File: config.mk
export PLATFORM = sky130hd
export DESIGN_NAME = combo_lock_fsm
export DESIGN_NICKNAME = d
export VERILOG_FILES = /design/src/rtl/lockseq_pkg.sv /design/src/rtl/lockseq_step_match.sv /design/src/rtl/lockseq_next_state.sv /design/src/rtl/lockseq_state_reg.sv /design/src/rtl/combo_lock_fsm.sv
export SDC_FILE = /design/constraint.sdc
export NUM_CORES = 1
export LEC_CHECK = 0
export ABC_AREA = 1
export BUFFER_PORTS_ARGS = -buffer_cell sky130_fd_sc_hd__buf_2
export CORE_AREA = 2 2 39 41
export DETAILED_ROUTE_END_ITERATION = 12
export DIE_AREA = 0 0 41 43
export PLACE_DENSITY = 0.45
export REMOVE_ABC_BUFFERS = 1
export SLEW_MARGIN = 20
export SYNTH_ARGS = -nofsm -noshare
export SYNTH_HDL_FRONTEND = slang
export SYNTH_HIERARCHICAL = 1
export SYNTH_SLANG_ARGS = --single-unit
export TNS_END_PERCENT = 5
File: constraint.sdc
create_clock -name clk -period 1.35 [get_ports clk]
set_clock_uncertainty 0.2 [all_clocks]
set_input_delay 0.0675 -clock clk [delete_from_list [all_inputs] [get_ports clk]]
set_output_delay 0.0675 -clock clk [all_outputs]
set_load 0.005 [all_outputs]
File: src/rtl/lockseq_pkg.sv
package lockseq_pkg;

    localparam int NUM_W   = 5;
    localparam int STEPS   = 3;
    localparam int STATE_W = $clog2(STEPS + 1);

    typedef enum logic [STATE_W-1:0] {
        ST_IDLE = 2'b00,
        ST_ONE  = 2'b01,
        ST_TWO  = 2'b10,
        ST_OPEN = 2'b11
    } lock_state_t;

    typedef enum logic {
        DIR_RIGHT = 1'b0,
        DIR_LEFT  = 1'b1
    } turn_dir_t;

    typedef struct packed {
        turn_dir_t          dir;
        logic [NUM_W-1:0]   num;
    } dial_op_t;

    function automatic logic op_matches(dial_op_t a, dial_op_t b);
        return (a.dir == b.dir) && (a.num == b.num);
    endfunction

endpackage

File: src/rtl/lockseq_step_match.sv
module lockseq_step_match
    import lockseq_pkg::*;
#(
    parameter logic              DIR0 = 1'b0,
    parameter logic [NUM_W-1:0]  NUM0 = 5'd13,
    parameter logic              DIR1 = 1'b1,
    parameter logic [NUM_W-1:0]  NUM1 = 5'd22,
    parameter logic              DIR2 = 1'b0,
    parameter logic [NUM_W-1:0]  NUM2 = 5'd3
) (
    input  dial_op_t            op,
    output logic [STEPS-1:0]    step_hit
);
    localparam logic [STEPS-1:0]       DIR_TBL = {DIR2, DIR1, DIR0};
    localparam logic [STEPS*NUM_W-1:0] NUM_TBL = {NUM2, NUM1, NUM0};

    for (genvar g = 0; g < STEPS; g++) begin : g_step
        dial_op_t ref_op;
        assign ref_op.dir = turn_dir_t'(DIR_TBL[g]);
        assign ref_op.num = NUM_TBL[g*NUM_W +: NUM_W];
        assign step_hit[g] = op_matches(op, ref_op);
    end

endmodule

File: src/rtl/lockseq_next_state.sv
module lockseq_next_state
    import lockseq_pkg::*;
(
    input  lock_state_t         cur,
    input  logic                valid,
    input  logic [STEPS-1:0]    step_hit,
    output lock_state_t         nxt
);
    always_comb begin
        nxt = cur;
        if (valid) begin
            if (step_hit[0]) begin
                nxt = ST_ONE;
            end else begin
                unique case (cur)
                    ST_ONE:  nxt = step_hit[1] ? ST_TWO  : ST_IDLE;
                    ST_TWO:  nxt = step_hit[2] ? ST_OPEN : ST_IDLE;
                    default: nxt = ST_IDLE;
                endcase
            end
        end
    end

endmodule

File: src/rtl/lockseq_state_reg.sv
module lockseq_state_reg
    import lockseq_pkg::*;
(
    input  logic        clk,
    input  logic        rst,
    input  lock_state_t nxt,
    output lock_state_t cur
);
    always_ff @(posedge clk) begin
        if (rst) cur <= ST_IDLE;
        else     cur <= nxt;
    end

    assert_reset_R1: assert property (@(posedge clk)
        rst |=> cur == ST_IDLE);

endmodule

File: src/rtl/combo_lock_fsm.sv
module combo_lock_fsm
    import lockseq_pkg::*;
(
    input  logic               clk,
    input  logic               rst,
    input  logic               op_valid,
    input  logic               op_dir,
    input  logic [NUM_W-1:0]   op_num,
    output logic               lock_open,
    output logic [STATE_W-1:0] state_dbg
);
    dial_op_t          op;
    logic [STEPS-1:0]  hit;
    lock_state_t       cur_st;
    lock_state_t       nxt_st;

    assign op.dir = turn_dir_t'(op_dir);
    assign op.num = op_num;

    lockseq_step_match u_match (
        .op       (op),
        .step_hit (hit)
    );

    lockseq_next_state u_next (
        .cur      (cur_st),
        .valid    (op_valid),
        .step_hit (hit),
        .nxt      (nxt_st)
    );

    lockseq_state_reg u_reg (
        .clk (clk),
        .rst (rst),
        .nxt (nxt_st),
        .cur (cur_st)
    );

    assign lock_open = (cur_st == ST_OPEN);
    assign state_dbg = cur_st;

    assert_hold_R2: assert property (@(posedge clk) disable iff (rst)
        !op_valid |=> $stable(state_dbg));

    assert_restart_R3: assert property (@(posedge clk) disable iff (rst)
        (op_valid && !op_dir && op_num == 5'd13) |=> state_dbg == 2'b01);

    assert_second_R4: assert property (@(posedge clk) disable iff (rst)
        (op_valid && state_dbg == 2'b01 && op_dir && op_num == 5'd22)
        |=> state_dbg == 2'b10);

    assert_third_R5: assert property (@(posedge clk) disable iff (rst)
        (op_valid && state_dbg == 2'b10 && !op_dir && op_num == 5'd3)
        |=> state_dbg == 2'b11);

    assert_open_rise_R7: assert property (@(posedge clk) disable iff (rst)
        $rose(lock_open) |-> $past(state_dbg) == 2'b10);

    assert_relock_R8: assert property (@(posedge clk) disable iff (rst)
        (op_valid && state_dbg == 2'b11 && !(!op_dir && op_num == 5'd13))
        |=> (state_dbg == 2'b00 && !lock_open));

    assert_wrong_dir_R9: assert property (@(posedge clk) disable iff (rst)
        (op_valid && state_dbg == 2'b00 && op_dir && op_num == 5'd13)
        |=> state_dbg == 2'b00);

endmodule

Word-level counts from Yosys, hierarchy flattened. Index checks and enable logic that the tools add are counted.

Bits in registers: 2. Bits of input ports: 9. Output and inout port bits: 3. Word-level logic and storage cells: 15.

Equality and inequality tests: 6. Mux-type cells: 4. Bitwise logic cells: 1. Reduce and logical (&&, ||, !) cells: 3.

Operators by type and width (number): $mux 2 (3); $eq 5x2->1 const B (1); $eq 5x4->1 const B (1); $eq 5x5->1 const B (1); $eq 2x2->1 const B (2); $pmux 2 s2 (1); $logic_and 1x1->1 (3); $eq 2x1->1 const B (1); $not 1->1 (1).

Logic depth before layout (Yosys ltp).
Depth after elaboration: 5. Mapped depth: 10. Mapped depth without buffers: 10.

Cells and area by module. Netlist, hierarchy kept.

By module, submodules not included: lockseq_next_state (instances 1, cells an instance 16, area each 88.8 µm², seq. area each 0.0 µm²); lockseq_step_match (instances 1, cells an instance 21, area each 81.3 µm², seq. area each 0.0 µm²); lockseq_state_reg (instances 1, cells an instance 6, area each 55.1 µm², seq. area each 40.0 µm²); combo_lock_fsm (instances 1, cells an instance 2, area each 7.5 µm², seq. area each 0.0 µm²).

Worst setup path before layout. OpenSTA, ideal clock, no wires.

Kind: register to register. Start point: reg u_reg.cur[0]. End point: reg u_reg.cur[0]. Library setup time: 64 ps. Data arrival time: 1031 ps. Data required time: 1086 ps. Path slack: 55 ps. Cell stages (with the launch flop): 8. Path buffers: 0. Clock period less this slack: 1295 ps. Path through: dfxtp_1 > inv_1 > ha_1 > clkinv_1 > nand3_1 > a21oi_1 > inv_1 > nor2_1.

Longest elaborated chain between the ends: 3. Elaborated cells on any way between the ends: 4. Classes of those cells: 2 x eq/ne; 2 x mux.

Ends and longest elaborated chain: start, declared (line lockseq_state_reg.sv:7) `output lock_state_t cur`; start signal, assigned (line lockseq_state_reg.sv:11) `else cur <= nxt;`; $eq 2x2->1 / $eq 2x1->1 (equally long branches) (line lockseq_next_state.sv:15) `unique case (cur)`; $pmux 2 s2 (*) (line lockseq_next_state.sv:15); $mux 2 (*) (line lockseq_next_state.sv:12) `if (step_hit[0]) begin`.

Every way passes the cells marked *; elsewhere a longest branch is shown, timed or not. A chain may end at the register's enable or synchronous reset.

Worst setup path in the final report. Same ends and word-level chain as after synthesis.

==> results.md <==
- Outcome: complete, no violations
- First-pass GRT wire length: 931 µm
- Clock Latency Late Sink: 220 ps
- Leakage: 0.226 nW
- Worst path cell trace: inv_1 -> ha_1 -> clkinv_1 -> nand3_1 -> a21oi_1 -> inv_1 -> nor2_1
- Most common cell after layout, fill and taps aside: nand2_1
- Final wirelength: 496 µm
- Syn avg cell area: 5.17 µm²
- P_int: 0.183 mW
- Path category of the worst min-delay check: in -> reg
- CP endpoint kind: flop
- Finish-stage setup viols: 0
- Synthesized instance count: 45
- Total GRT Usage: 0.0782
- Footprint of the multi-input gates: 144 µm²
- Largest reg by FF count: u_reg/cur
- Slew headroom: 0.870
- Top cell by count, worst path: inv_1
- Drt initial violations: 4
- Final nets: 76
- Post-route cell area: 365 µm²
- CTS Sinks: 2
- WS Path Type: reg -> reg
- Clock transition at path regs: 30 ps
- Final Util: 0.264
- CTS root buffer: clkbuf_4
- Share of post-route cells with drive strength above 1: 0.286
- H-tree levels: 1
- Vias in the first global route: 281
- Antenna violations before repair: 0
- Final period utilization: 0.943
- Largest regs: u_reg/cur (2)
- Max Cap Viol: 0
- Fraction of power consumed by sequential logic: 0.256
- Sw Ratio: 0.239
- Largest net degree at the start of global routing: 5
- Wire per inst: 6.28 µm
- Clock share of power: 0.548
- Pwr dens: 659 nW/µm²
- CTS tree: built
- Die W: 41 µm
- TNS Setup: 0 ps
- Worst path required time: 1310 ps
- Port Buffers: 11
- # IOs: 12
- Antenna viol nets, final: 0
- NetSw: 0.0575 mW
- Final Non-Filler Cells: 79
- CTS-repair resized insts: 0
- R2R Setup Slk: 80 ps
- Netlist cell types: 11
- Cells after DPL: 74
- DP Wirelength: 423 µm
- DP Area: 323 µm²
- Seq cells post-synth: 2
- Max Fanout on Critical Path: 2
- Die Ht: 43 µm
- # rows: 14
- CTS Buffer Depth: 2
- Slew Viols, Final: 0
- N_diodes: 0
- Via count: 293
- Sequential standard cell area: 40.0 µm²
- Initial Util: 0.168
- Core area: 1380 µm²
- Most frequent cells in the layout: nand2_1 (14), inv_1 (11), buf_2 (11)
- Area Overhead vs Synth: 57.0%
- Max frequency: 0.786 GHz
- Final Hold Fails: 0
- Worst-Margin Slew: 194 ps
- RSZ-0062 raised after global routing: false
- FILL cells: 163
- Die area: 1760 µm²
- Peak VDD IR: 0.304 mV
- Sequential area share after synthesis: 0.172
- Vias/cell: 3.71
- Yosys Warn Count: 6
- Synth Cell Area: 233 µm²
- Number of flip-flops in the largest register: 2
- Comb pwr share: 0.196
- Arr. time, crit path: 1230 ps
- Max incr delay on CP: 310 ps
- Crit path launch type: flop
- RD Place Congestion: 0.606
- Num CTS Buffers: 3
- Slowest CP cell: dfxtp_1
- Grt ovf: 0
- Router iterations before antenna repair: 4
- Hold_ws: 116 ps
- Drc violations: 0
- Final min period: 1270 ps
-- cells in the mapped netlist (all sizes together) --
cell type,count,area [µm²]
nand2,14,52.6
inv,12,45.0
nor2,10,45.0
dfxtp,2,40.0
ha,2,25.0
nand3,2,10.0
a21oi,1,5.00
clkinv,1,3.75
or2,1,6.26
-- layout make-up --
cell class | instances | area share
clock buffers | 3 | 0.0616
inverters | 13 | 0.134
multi-input cells | 30 | 0.394
flip-flops and latches | 2 | 0.110
well taps | 16 | 0.0548
repair buffers | 15 | 0.247
-- critical path: cells and delay by family, from the launching register on --
kind            cells  cell delay, ps
buf+inv             3             160
compound gates      1             130
fa+ha+maj           1             280
simple gates        2             130
flops               1             310
-- per-layer routing --
metal  share of wire  up-vias  GRT usage
li1                -      164          -
met1            0.43      125     0.0769
met2            0.52        4      0.122
met3           0.052        0     0.0471
met4               0        0     0.0400
met5               0        -          0
-- timing repair --
item	4_1_cts	5_1_grt
buffers inserted	0	0
hold buffers	2	0
hold endpoints to repair	2	0
-- final timing paths --
check	endpoint	startpoint	cells past startpoint
worst max-delay path	u_reg/cur[0]	u_reg/cur[0]	7
worst min-delay path	u_reg/cur[0]	op_num[0]	7
worst max register to register	u_reg/cur[0]	u_reg/cur[0]	7
worst min register to register	u_reg/cur[1]	u_reg/cur[1]	5
-- cells by family (layout without fill, tap and decap cells) --
family | count (synthesis) | in the layout | share of synthesized area
simple gates | 27 | 27 | 0.489
buf+inv | 13 | 31 | 0.210
fa+ha+maj | 2 | 2 | 0.108
flops | 2 | 2 | 0.172
compound gates | 1 | 1 | 0.0215
-- power by group through the flow --
stage | clock network, mW | logic, mW | registers (mW)
2_1_floorplan | 0 | 0.0205 | 0.0636
3_3_place_gp | 0 | 0.0433 | 0.0625
3_5_place_dp | 0 | 0.0431 | 0.0625
4_1_cts | 0.140 | 0.0478 | 0.0617
5_1_grt | 0.144 | 0.0554 | 0.0617
6_report | 0.132 | 0.0472 | 0.0617
-- through the flow --
| step | setup WS [ps] | total power, mW |
|---|---|---|
| CTS | 76.2 | 0.250 |
| global route | 26.1 | 0.261 |
| finish | 77.5 | 0.241 |
| detailed placement | 85.8 | 0.106 |
| global placement | 107 | 0.106 |
| floorplan | 55.4 | 0.0841 |
No activity file was read; power rests on OpenSTA's default activity.
